**src/rtl/mw_eeprom.sv**
```systemverilog
module mw_eeprom #(
  parameter int ADDR_W      = 6,
  parameter int WORD_W      = 16,
  parameter int BUSY_CYCLES = 200
) (
  input  logic clk,
  input  logic rst_n,
  input  logic cs,
  input  logic sk,
  input  logic di,
  output logic dout
);
  localparam int DEPTH = 1 << ADDR_W;
  localparam int HDR_W = ADDR_W + 2;
  localparam int CNT_W = $clog2(WORD_W + HDR_W + 1);
  localparam int BSY_W = $clog2(BUSY_CYCLES + 1);

  localparam logic [2:0] S_IDLE = 3'd0;
  localparam logic [2:0] S_HDR  = 3'd1;
  localparam logic [2:0] S_DATA = 3'd2;
  localparam logic [2:0] S_READ = 3'd3;
  localparam logic [2:0] S_DONE = 3'd4;

  logic [2:0]        st;
  logic              sk_q;
  logic [CNT_W-1:0]  cnt;
  logic [HDR_W-1:0]  hdr;
  logic [WORD_W-1:0] wdat;
  logic [WORD_W:0]   rd_sh;
  logic              wen;
  logic              show_st;
  logic [BSY_W-1:0]  busy_cnt;
  logic [WORD_W-1:0] mem [DEPTH];

  wire edge_in = cs & sk & ~sk_q;
  wire busy    = busy_cnt != '0;

  wire [HDR_W-1:0]  hdr_nx  = {hdr[HDR_W-2:0], di};
  wire [1:0]        nx_op   = hdr_nx[HDR_W-1:HDR_W-2];
  wire [1:0]        nx_sub  = hdr_nx[ADDR_W-1:ADDR_W-2];
  wire [ADDR_W-1:0] nx_addr = hdr_nx[ADDR_W-1:0];
  wire [1:0]        cur_op  = hdr[HDR_W-1:HDR_W-2];
  wire [ADDR_W-1:0] cur_addr = hdr[ADDR_W-1:0];
  wire [WORD_W-1:0] wr_data = {wdat[WORD_W-2:0], di};

  wire hdr_last = edge_in && st == S_HDR  && cnt == CNT_W'(HDR_W - 1);
  wire dat_last = edge_in && st == S_DATA && cnt == CNT_W'(WORD_W - 1);

  wire do_erase = wen && hdr_last && nx_op == 2'b11;
  wire do_eral  = wen && hdr_last && nx_op == 2'b00 && nx_sub == 2'b10;
  wire do_write = wen && dat_last && cur_op == 2'b01;
  wire do_wral  = wen && dat_last && cur_op == 2'b00;
  wire wr_all   = do_eral | do_wral;
  wire wr_one   = do_erase | do_write;
  wire prog     = wr_all | wr_one;

  wire [ADDR_W-1:0] wr_adr = do_erase ? nx_addr : cur_addr;
  wire [WORD_W-1:0] wr_val = (do_erase | do_eral) ? '1 : wr_data;

  always_ff @(posedge clk) begin
    for (int i = 0; i < DEPTH; i++)
      if (wr_all || (wr_one && wr_adr == ADDR_W'(i)))
        mem[i] <= wr_val;
  end

  always_ff @(posedge clk) begin
    if (!rst_n) begin
      st       <= S_IDLE;
      sk_q     <= 1'b0;
      cnt      <= '0;
      hdr      <= '0;
      wdat     <= '0;
      rd_sh    <= '0;
      wen      <= 1'b0;
      show_st  <= 1'b0;
      busy_cnt <= '0;
    end else begin
      sk_q <= sk;
      if (prog) begin
        busy_cnt <= BSY_W'(BUSY_CYCLES);
        show_st  <= 1'b1;
      end else if (busy) begin
        busy_cnt <= busy_cnt - BSY_W'(1);
      end
      if (!cs) begin
        st  <= S_IDLE;
        cnt <= '0;
      end else if (edge_in) begin
        case (st)
          S_IDLE:
            if (di && !busy) begin
              st      <= S_HDR;
              cnt     <= '0;
              show_st <= 1'b0;
            end
          S_HDR: begin
            hdr <= hdr_nx;
            cnt <= cnt + CNT_W'(1);
            if (hdr_last) begin
              cnt <= '0;
              case (nx_op)
                2'b10: begin
                  st    <= S_READ;
                  rd_sh <= {1'b0, mem[nx_addr]};
                end
                2'b01: st <= S_DATA;
                2'b11: st <= S_DONE;
                default:
                  case (nx_sub)
                    2'b11: begin wen <= 1'b1; st <= S_DONE; end
                    2'b00: begin wen <= 1'b0; st <= S_DONE; end
                    2'b01: st <= S_DATA;
                    default: st <= S_DONE;
                  endcase
              endcase
            end
          end
          S_DATA: begin
            wdat <= wr_data;
            cnt  <= cnt + CNT_W'(1);
            if (dat_last) st <= S_DONE;
          end
          S_READ: rd_sh <= {rd_sh[WORD_W-1:0], 1'b0};
          default: ;
        endcase
      end
    end
  end

  assign dout = cs & ((st == S_READ & rd_sh[WORD_W]) |
                      (st == S_IDLE & show_st & ~busy));
endmodule

```
**config.mk**
```make
export PLATFORM = sky130hd
export DESIGN_NAME = mw_eeprom
export DESIGN_NICKNAME = d
export VERILOG_FILES = /design/src/rtl/mw_eeprom.sv
export SDC_FILE = /design/constraint.sdc
export NUM_CORES = 1
export LEC_CHECK = 0
export CORE_AREA = 10 10 320 322
export CTS_CLUSTER_DIAMETER = 80
export DETAILED_ROUTE_END_ITERATION = 6
export DIE_AREA = 0 0 330 332
export DONT_BUFFER_PORTS = 1
export SETUP_SLACK_MARGIN = 0.02
export SYNTH_ARGS = -nofsm -noshare
export SYNTH_HDL_FRONTEND = slang
export SYNTH_SLANG_ARGS = --single-unit
```
**constraint.sdc**
```tcl
create_clock -name clk -period 4.65 [get_ports clk]
set_input_delay 1.395 -clock clk [delete_from_list [all_inputs] [get_ports clk]]
set_output_delay 1.395 -clock clk [all_outputs]
set_load 0.01 [all_outputs]
```
==> summary.txt, run 1 <==
Critical path
  – Critical path peak fanout: 7
  – Max stage delay on crit path: ~640 ps
  – R2R Path End: mem[27][5]$_DFFE_PP_
  – FF-to-FF Start: cnt[0]$_SDFFE_PN0P_
  – CP Launch Type: register
  – Slowest-stage cell, CP: nor4_1
  – FF-to-FF path depth: 8
  – WP data required: around 3300 ps
  – Reg2reg setup slack: around 1200 ps
  – Critical path class: reg -> out
  – Crit path DAT: 2530 ps
  – Crit. End Element: output pin
  – Worst-path cell chain: nor4_1, and3_1, a32oi_1, nor2b_1
  – Worst setup path startpoint: busy_cnt[3]$_SDFFE_PN0P_

Timing
  – Final Hold Fails: 0
  – # setup viols final: 0
  – Unrepaired setup endpoints after global routing: false
  – Setup TNS: 0 ps
  – Final period utilization: a little over four fifths
  – Max-slew violations: 0
  – Skew final: about 27 ps
  – Max Freq: 255 MHz
  – Worst Max-Slew Pin Slew: 1350 ps
  – Relative slew margins: under 10%
  – Post-layout worst setup margin: 724 ps
  – Minimum clock period: between 3000 and 4000 ps

Synth
  – Async set-reset flop share out of synthesis: 0%
  – Avg Cell Area, Syn: 19.4 µm²
  – Synth cell types: between 60 and 70
  – Syn_nets: ~2.2k
  – Flops & latches, synth: around 1.1k
  – Seq/Total Area, Yosys: roughly three quarters
  – Top FF cell, synth: edfxtp_1
  – Post-Syn Area: about 43000 µm²
  – Synth warnings: 0
  – Synthesized instance count: between 2k and 2.5k
  – EDFF count, synth: ~1k

Global routing
  – GRT Total Usage: between 10% and 20%
  – Initial antenna violation count: 2
  – First-pass GRT wire length: 154 mm
  – Total gr overflow: 0
  – Number of global-route vias before repair: 21.8k
  – Pin count of the biggest net entering global routing: between 300 and 400

Routing
  – Via-per-instance ratio: slightly below 6
  – Met1 WL: roughly 45 mm
  – Uppermost layer routed: met5
  – WL met2: ~50 mm
  – Post-route DRC: 0
  – First DRT Iteration DRCs: 2198
  – Final ANT Viol Nets: 0
  – DR vias: about 22k
  – Metal3 WL: 7.45 mm
  – Final wirelength: 105 mm
  – Routed WL per cell: slightly below 30 µm
  – Detailed Routing Iterations Pass 1: 5

Final layout
  – Final Instance Count excl. Fillers: 3651
  – Filler cells: slightly below 8k
  – Core Util, Final: ~50%
  – Ant. Diodes: 0
  – Area grow syn2layout: 12.7%
  – Post-layout net count: roughly 2.3k
  – Layout cells sized above 1: 23.3%

Floorplanning
  – Row count: 114
  – Core Box Area: around 96000 µm²
  – DIE AREA: ~110000 µm²
  – Die X: 330 µm
  – Starting Density: 44.7%
  – IO Count: 6
  – Die Ht: around 330 µm

Clocking
  – CTS tree: done
  – CTS root buf: clkbuf_16
  – Worst skew pair latency: 680 ps
  – Max H-tree Level: 3
  – CTS Buf Count: roughly 110
  – Post-CTS Resized: 0
  – Post-CTS setup buffers: 0
  – Sink Count: around 1.1k
  – Hold buffers post-CTS: 0
  – Max clock buf depth: 3
  – Clock Pin Slew Worst Setup and Hold Paths: about 60 ps

Flow run
  – Max_cap viols: 0

Pwr
  – Leakage power: 12.8 nW
  – Power Dens Cells: 399 nW/µm²
  – IR drop worst, VDD: roughly 330 µV

Place
  – Post-DP HPWL: between 60 and 70 mm
  – DP Worst Slack: between 400 and 500 ps
  – Placed Cells: roughly 3.5k
  – Buffers on Ports: 0
  – GP Congestion: ~0.95

Worst hold path
  – Worst Hold Launch: wdat[6]$_SDFFE_PN0P_
  – Worst hold stages: 2
  – Min-delay worst type: reg -> reg
  – Worst Hold Path EP: wdat[7]$_SDFFE_PN0P_

Run status
  – Status: complete, no violations
-- cell usage in the layout, fill, tap and decap left out, types with 10 or more instances in the layout --
cell type,netlist,final
a211oi_1,16,16
nand3_1,24,24
nor2b_1,33,33
o21ai_2,0,36
clkbuf_16,0,106
bufinv_16,0,12
buf_4,12,96
clkinv_1,2,24
edfxtp_1,1024,1024
nand2_1,91,91
nor2_1,48,48
dfxtp_1,59,56
or2_2,18,18
mux4_2,219,219
a22oi_1,29,29
a21oi_1,71,71
inv_1,10,10
ha_1,11,11
nor3_1,10,10
o22ai_1,23,23
clkinv_2,0,19
o2111ai_1,11,11
buf_12,1,17
mux2i_1,150,149
clkbuf_1,64,22
o21ai_1,15,41
o21ai_0,85,23
-- stage by stage --
stage          cell area, µm²  total power [W]  hold WS [ps]
2_1_floorplan           42900           0.0111           431
3_3_place_gp            44900           0.0111           436
3_5_place_dp            44900           0.0111           459
4_1_cts                 48300           0.0194           469
5_1_grt                 48300           0.0198           493
6_report                48300           0.0193           465
-- how the worst max path moves through the flow --
stage                     slack (ps)  depth (start not counted)                     to
after detailed placement         480                          7  mem[27][12]$_DFFE_PP_
after global placement           380                          7  mem[27][10]$_DFFE_PP_
final                            720                          4                   dout
after CTS                        720                          4                   dout
after floorplan                  290                          9    mem[1][0]$_DFFE_PP_
after global routing             520                          4                   dout
-- registers in the layout, summed over array words and instances, names as in the netlist --
| signal | count |
|---|---|
| st | 3 |
| show_st | 1 |
| busy_cnt | 8 |
| wdat | 15 |
| rd_sh | 17 |
| cnt | 5 |
| mem | 1024 |
| hdr | 8 |
| wen | 1 |
| sk_q | 1 |
-- logic make-up after synthesis --
group / count (synthesis) / share of synthesized area (%)
flops: 1083 / 74.5
simple gates: 265 / 3.03
fa+ha+maj: 11 / 0.321
mux: 385 / 15.7
compound gates: 306 / 4.43
xor+xnor: 8 / 0.163
buf+inv: 148 / 1.94
-- worst max-delay path, delay by kind of cell (launching register included) --
kind | cells | cell delay [ps]
AOI/OAI and AO/OA | 1 | 210
DFF | 1 | 330
and+or+nand+nor | 3 | 1330
-- where the power goes --
part           total [W]  switching, W  internal, W
Clock            0.00840       0.00355      0.00485
Sequential        0.0106     0.0000241       0.0105
Combinational   0.000298      0.000142     0.000156
-- per-layer routing --
| metal | GRT usage, % | up-vias |
|---|---|---|
| met5 | 0 | - |
| met4 | 5.21 | 2 |
| met3 | 3.89 | 153 |
| met2 | 30.2 | 814 |
| met1 | 27.0 | 11500 |
| li1 | - | 9247 |
-- synth_stat cells, types with 7 or more instances --
| cell type | instances | area (µm²) |
|---|---|---|
| edfxtp_1 | 1024 | 30700 |
| mux4_2 | 219 | 4930 |
| mux2i_1 | 150 | 1500 |
| nand2_1 | 91 | 342 |
| o21ai_0 | 85 | 425 |
| a21oi_1 | 71 | 355 |
| clkbuf_1 | 64 | 240 |
| dfxtp_1 | 59 | 1180 |
| nor2_1 | 48 | 180 |
| buf_2 | 36 | 180 |
| nor2b_1 | 33 | 206 |
| a22oi_1 | 29 | 218 |
| nand3_1 | 24 | 120 |
| o22ai_1 | 23 | 144 |
| or2_2 | 18 | 113 |
| a211oi_1 | 16 | 120 |
| buf_6 | 15 | 169 |
| o21ai_1 | 15 | 75.1 |
| buf_4 | 12 | 90.1 |
| ha_1 | 11 | 138 |
| o2111ai_1 | 11 | 96.3 |
| inv_1 | 10 | 37.5 |
| nor3_1 | 10 | 50.1 |
| mux2_2 | 9 | 101 |
| o221ai_1 | 9 | 78.8 |
| a2bb2oi_1 | 8 | 70.1 |
| nor4_1 | 8 | 50.1 |
| mux4_1 | 7 | 184 |
| o31ai_1 | 7 | 52.6 |
-- layout make-up --
cell class	instances	area, µm²	share of cell area (%)
flip-flops and latches	1083	31900	66.1
clock inverters	64	652	1.35
well taps	1276	1600	3.30
inverters	12	45.0	0.0932
multi-input cells	975	10300	21.3
clock buffers	128	2740	5.66
repair buffers	113	1060	2.20
No activity file was read; power rests on OpenSTA's default activity.
==> run 2, diff against run 1 <==
clock period = 3.6 ns   (was 4.65 ns; I/O delays follow)
==> run 2 against run 1 <==
  * Utilization grew 1.1 points
  * Die area is the same
  * Hold slack lost 7.4 ps
  * Setup slack lost 500 ps
  * First-iteration DRC count shrank 7.0%
  * Global-route usage shrank 0.55 points
  * Register-to-register slack lost 940 ps
  * Critical path type is now reg -> reg
  * Power grew 31%
  * Routed wire length shrank 2.7%
  * Combinational power grew 31%
==> summary.txt, run 2 (synthesized netlist as in run 1, its figures left out) <==
Global routing
  – Pin count of the biggest net entering global routing: 312
  – Total gr overflow: 0
  – GRT Total Usage: a little under a fifth
  – Initial antenna violation count: 1
  – First-pass GRT wire length: around 150 mm
  – Number of global-route vias before repair: 21.9k

Clocking
  – Clock Pin Slew Worst Setup and Hold Paths: approximately 60 ps
  – CTS tree: done
  – CTS Buf Count: around 110
  – CTS root buf: clkbuf_16
  – Max clock buf depth: 3
  – Max H-tree Level: 3
  – Worst skew pair latency: between 600 and 700 ps
  – Sink Count: 1083

Timing
  – Final period utilization: between 90% and 100%
  – Skew final: 20.0 ps
  – Relative slew margins: roughly an eighth
  – Final Hold Fails: 0
  – Max Freq: between 200 and 300 MHz
  – Worst Hold Slack: about 460 ps
  – Max-slew violations: 0
  – Minimum clock period: 3370 ps
  – Unrepaired setup endpoints after global routing: false
  – # setup viols final: 0
  – Worst Max-Slew Pin Slew: 1300 ps

Final layout
  – Most frequent cells in the layout: edfxtp_1, mux4_2, mux2i_1
  – Largest register FFs: between 1k and 1.5k
  – Area grow syn2layout: 15.2%
  – Post-layout net count: 2350
  – Commonest non-fill, non-tap cell in the layout: edfxtp_1
  – Layout cells sized above 1: approximately 25%
  – Ant. Diodes: 0
  – Core Util, Final: between 50% and 60%
  – Top reg by flops: mem
  – Top Registers: mem (1024), rd_sh (17), wdat (15)

Place
  – Buffers on Ports: 0
  – Post-DP HPWL: a little over 60 mm
  – GP Congestion: between 0.9 and 1

Critical path
  – Reg2reg setup slack: ~230 ps
  – Crit. End Element: register
  – Critical path class: reg -> reg
  – Top cell by count, worst path: buf_4
  – Critical path peak fanout: 16
  – WP data required: 4040 ps
  – Max stage delay on crit path: a little under 900 ps
  – FF-to-FF path depth: 9
  – Worst-path cell chain: and4bb_1, buf_4, nand4_1, nor2_1, buf_4, nor3_1, o21bai_1, o21ai_2, buf_12
  – CP Launch Type: register
  – Worst setup path startpoint: st[2]$_SDFFE_PN0P_
  – FF-to-FF Start: st[2]$_SDFFE_PN0P_
  – Crit path buf inv count: 3
  – R2R Path End: mem[52][12]$_DFFE_PP_
  – Slowest-stage cell, CP: o21bai_1
  – Delay-heaviest family, CP: compound AO/OA/AOI/OAI gates
  – Crit path DAT: about 3800 ps

Flow run
  – Max_cap viols: 0

Routing
  – DR vias: 21.5k
  – Via-per-instance ratio: just under 6
  – Final wirelength: 102 mm
  – First DRT Iteration DRCs: just over 2k
  – Routed WL per cell: about 28 µm
  – Post-route DRC: 0
  – Final ANT Viol Nets: 0
  – Detailed Routing Iterations Pass 1: 5

Worst hold path
  – Min-delay worst type: reg -> reg
  – Worst Hold Launch: hdr[7]$_SDFFE_PN0P_
  – Worst hold stages: 2
  – Worst Hold Path EP: hdr[7]$_SDFFE_PN0P_

Floorplanning
  – Starting Density: between 40% and 50%
  – Die Ht: 332 µm
  – DIE AREA: roughly 110000 µm²
  – IO Count: 6
  – Row count: roughly 110
  – Die X: 330 µm
  – Core Box Area: 96000 µm²

Pwr
  – IR drop worst, VDD: 317 µV
  – Leakage power: between 10 and 15 nW
  – Power Dens Cells: just over 500 nW/µm²

Run status
  – Status: complete, no violations
run 2: final cells by class:
type / count / area [µm²]
Clock buffer: 136 / 2920
Clock inverter: 64 / 606
Fill cell: 7556 / 46600
Inverter: 12 / 45.0
Multi-Input combinational cell: 975 / 10300
Sequential cell: 1083 / 31900
Tap cell: 1276 / 1600
Timing Repair Buffer: 153 / 1940
run 2: worst max path at each step:
stage | end | slack (ps) | cells past startpoint
floorplan | mem[55][0]$_DFFE_PP_ | -330 | 8
global placement | mem[11][1]$_DFFE_PP_ | -210 | 7
detailed placement | mem[52][13]$_DFFE_PP_ | -230 | 9
CTS | dout | 120 | 4
global route | dout | 90 | 6
finish | mem[52][12]$_DFFE_PP_ | 230 | 9
run 2: worst reg2reg max path, stage by stage, from the launching register on:
cell and delay, ps:
dfxtp_1 400, and4bb_1 390, buf_4 230, nand4_1 210, nor2_1 360, buf_4 200, nor3_1 50, o21bai_1 890
o21ai_2 190, buf_12 210
run 2: repair_timing:
action | CTS | global route
gates cloned | 0 | 0
pin swaps | 0 | 0
buffers inserted | 0 | 0
resized for setup | 1 | 1
hold buffers | 0 | 0
endpoints found under the setup margin | 1 | 1
run 2: per-stage QoR:
| step | setup WS [ps] | TNS, ps | instance area (µm²) | power, W | cells |
|---|---|---|---|---|---|
| 5_1_grt | 87.4 | 0 | 49400 | 0.0259 | 3699 |
| 6_report | 226 | 0 | 49400 | 0.0252 | 3699 |
| 2_1_floorplan | -326 | -224160 | 42900 | 0.0143 | 2206 |
| 3_5_place_dp | -228 | -15800 | 45900 | 0.0143 | 3499 |
| 4_1_cts | 122 | 0 | 49400 | 0.0254 | 3699 |
| 3_3_place_gp | -211 | -18130 | 45900 | 0.0143 | 3499 |
run 2: report_power, final:
group          switching (W)  internal, W
clock network        0.00468      0.00645
logic               0.000182     0.000208
registers          0.0000363       0.0136
total                0.00489       0.0203
run 2: layer usage:
layer	up-vias	share of wire (%)	global-route usage (%)
li1	9336	-	-
met1	11400	44	26.4
met2	697	48	29.4
met3	132	5.7	3.06
met4	0	2.4	5.63
met5	-	0	0
==> run 3, diff against run 2 <==
ABC_AREA = 1   (was not set)
CORE_AREA = 10 10 325 327   (was 10 10 320 322)
DIE_AREA = 0 0 335 337   (was 0 0 330 332)
==> run 3 against run 2 <==
  * The run now ends with slew limit left
  * Critical path depth is 5 lower
  * Utilization is 0.35 points lower
  * Cell count is 45% higher
  * Clock-buffer cell count is 4 lower
  * Sequential share of layout area is 1.7 points lower
  * Clock skew is 11 ps higher
==> summary.txt, run 3 <==
Final layout
  – Top Registers: mem (1024), rd_sh (17), wdat (15)
  – Top reg by flops: mem
  – Filler cells: 8589
  – Post-layout net count: 3991
  – Area grow syn2layout: 14.5%
  – Final Instance Count excl. Fillers: about 5.4k
  – Largest register FFs: 1024
  – Most frequent cells in the layout: nand2_1, edfxtp_1, nand3_1
  – Ant. Diodes: 0
  – Commonest non-fill, non-tap cell in the layout: nand2_1
  – Layout cells sized above 1: 10.2%

Synth
  – Async set-reset flop share out of synthesis: 0%
  – Post-synthesis mux area share: 0%
  – Synth warnings: 0
  – Synth cell count leaders: nand2_1, edfxtp_1, nand3_1
  – Syn_nets: just under 4k
  – Synth cell types: 34
  – Top FF cell, synth: edfxtp_1
  – Post-Synth XOR/XNOR Area: less than 1%
  – Synthesized-area fraction occupied by adder cells: less than 1%
  – Most common cell in the netlist: nand2_1
  – Avg Cell Area, Syn: around 11 µm²
  – Yosys top cell area share: a little over two thirds
  – Post-Syn Area: about 44000 µm²
  – Post-Synth Simple-Gate Area: approximately 23%
  – Flops & latches, synth: ~1.1k
  – Synthesized instance count: 3925
  – Seq/Total Area, Yosys: roughly 72%
  – Largest family of logic cells by synthesized area: simple AND/OR/NAND/NOR gates
  – EDFF count, synth: roughly 1k
  – Cell taking the most area after synthesis: edfxtp_1
  – Compound-Gate Fraction of Synth Area: ~1.8%
  – Largest cells by area after synthesis: edfxtp_1, nand2_1, nand3_1

Global routing
  – First-pass GRT wire length: roughly 180 mm
  – Pin count of the biggest net entering global routing: between 500 and 600
  – GRT Total Usage: between 20% and 30%
  – Number of global-route vias before repair: 28.0k
  – Initial antenna violation count: 1
  – Total gr overflow: 0

Floorplanning
  – Row count: about 120
  – Die X: 335 µm
  – Starting Density: roughly 45%
  – DIE AREA: roughly 110000 µm²
  – Core Box Area: 99300 µm²
  – Die Ht: roughly 340 µm
  – IO Count: 6

Place
  – DP Worst Slack: 106 ps
  – GP Congestion: roughly 0.89
  – Placed Cells: 5161
  – Buffers on Ports: 0
  – Post-DP HPWL: 71.4 mm

Timing
  – Max-slew violations: roughly 220
  – Final Hold Fails: 0
  – Skew final: 31.2 ps
  – # setup viols final: 0
  – Minimum clock period: 3320 ps
  – Unrepaired setup endpoints after global routing: false
  – Final period utilization: roughly 90%
  – Worst Max-Slew Pin Slew: between 1500 and 2000 ps
  – Max Freq: 301 MHz
  – Post-layout worst setup margin: around 280 ps
  – Relative slew margins: -30.9%

Pwr
  – Psw: approximately 0.0053 W
  – Sequential Power Share: 53.9%
  – Internal power: about 0.020 W
  – IR drop worst, VDD: about 420 µV
  – Combinational Power Share: just over 3%
  – Sw Share: a little over a fifth
  – Part of the power in the clock network: a little over two fifths
  – Power Dens Cells: 500 nW/µm²
  – Leakage power: between 15 and 20 nW

Critical path
  – Delay-heaviest family, CP: simple AND/OR/NAND/NOR gates
  – Crit path DAT: 2240 ps
  – CP Launch Type: register
  – Worst-path cell chain: inv_1, nor3_2, nand2_1, a21boi_0
  – WP data required: between 2000 and 3000 ps
  – Critical path peak fanout: 5
  – Critical path class: reg -> out
  – Crit. End Element: output pin
  – Slowest-stage cell, CP: dfxtp_1
  – Max stage delay on crit path: approximately 450 ps
  – Crit path buf inv count: 1

Run status
  – Status: complete, but fails checks
  – Failing checks: slew limit

Routing
  – Routed WL per cell: ~23 µm
  – Via-per-instance ratio: between 5 and 6
  – DR vias: around 30k
  – First DRT Iteration DRCs: between 3k and 4k
  – Detailed Routing Iterations Pass 1: 6
  – Final wirelength: 121 mm
  – Post-route DRC: 0
  – Final ANT Viol Nets: 0

Clocking
  – Clock Pin Slew Worst Setup and Hold Paths: 60 ps
  – CTS Buf Count: 110
  – Worst skew pair latency: 700 ps
  – Sink Count: between 1k and 1.5k
  – Max H-tree Level: 3
  – Max clock buf depth: 3
  – CTS root buf: clkbuf_16
  – Hold buffers post-CTS: 0
  – CTS tree: done

Flow run
  – Max_cap viols: 0

Worst hold path
  – Min-delay worst type: reg -> reg
run 3: power by group through the flow:
stage / sequential (W) / combinational (W) / clock (W)
6_report: 0.0137 / 0.000782 / 0.0109
5_1_grt: 0.0137 / 0.000862 / 0.0116
4_1_cts: 0.0137 / 0.000774 / 0.0111
3_5_place_dp: 0.0139 / 0.000768 / 0
3_3_place_gp: 0.0139 / 0.000759 / 0
2_1_floorplan: 0.0139 / 0.000591 / 0
run 3: worst paths after layout:
| path | from | to | slack, ps | depth (start not counted) |
|---|---|---|---|---|
| worst max-delay path | st[1]$_SDFFE_PN0P_ | dout | 280 | 4 |
| worst min-delay path | busy_cnt[0]$_SDFFE_PP0P_ | busy_cnt[0]$_SDFFE_PP0P_ | 450 | 2 |
| worst max register to register | cnt[0]$_SDFFE_PN0P_ | mem[37][3]$_DFFE_PP_ | 530 | 13 |
| worst min register to register | busy_cnt[0]$_SDFFE_PP0P_ | busy_cnt[0]$_SDFFE_PP0P_ | 450 | 2 |
run 3: metrics by stage:
| stage | total power [W] | utilization, % | hold WS [ps] | cell area, µm² | TNS (ps) |
|---|---|---|---|---|---|
| 3_3_place_gp | 0.0147 | 47.7 | 446 | 47300 | 0 |
| 4_1_cts | 0.0255 | 51.1 | 459 | 50700 | 0 |
| 3_5_place_dp | 0.0147 | 47.7 | 451 | 47300 | 0 |
| 5_1_grt | 0.0261 | 51.1 | 483 | 50700 | 0 |
| 2_1_floorplan | 0.0145 | - | 437 | 44300 | -10970 |
| 6_report | 0.0254 | 51.1 | 455 | 50700 | 0 |
run 3: cell families (layout without fill, tap and decap cells):
| group | Yosys count | count (layout) |
|---|---|---|
| adders and majority gates | 11 | 11 |
| and+or+nand+nor | 2376 | 2376 |
| DFF | 1083 | 1083 |
| buffers and inverters | 296 | 433 |
| xor gates and xnor gates | 4 | 4 |
| AOI/OAI and AO/OA | 155 | 155 |
run 3: worst min-delay path: stages, from the launching register on:
cell and delay [ps]:
dfxtp_1 300, nand2_1 60, a21oi_1 50
run 3: cell type report:
type / count / area (µm²) / share of cell area (%)
clock inverter: 67 / 567 / 1.12
sequential: 1083 / 31900 / 63.0
clock buffer: 132 / 2850 / 5.61
multi-input combinational: 2546 / 11300 / 22.2
timing repair buffer: 190 / 2310 / 4.56
tap: 1298 / 1620 / 3.20
inverter: 44 / 183 / 0.360
run 3: what timing repair did:
action | in CTS | in global routing
gates resized for setup | 0 | 1
buffers inserted | 0 | 0
endpoints found under the setup margin | 0 | 1
run 3: metal layers:
metal / vias up / global-route usage [%] / part of all wire, %
met2: 1214 / 33.2 / 46
met3: 168 / 3.73 / 8.3
met5: - / 0 / 0
met1: 14500 / 30.2 / 43
met4: 0 / 5.81 / 2.3
li1: 13800 / - / -
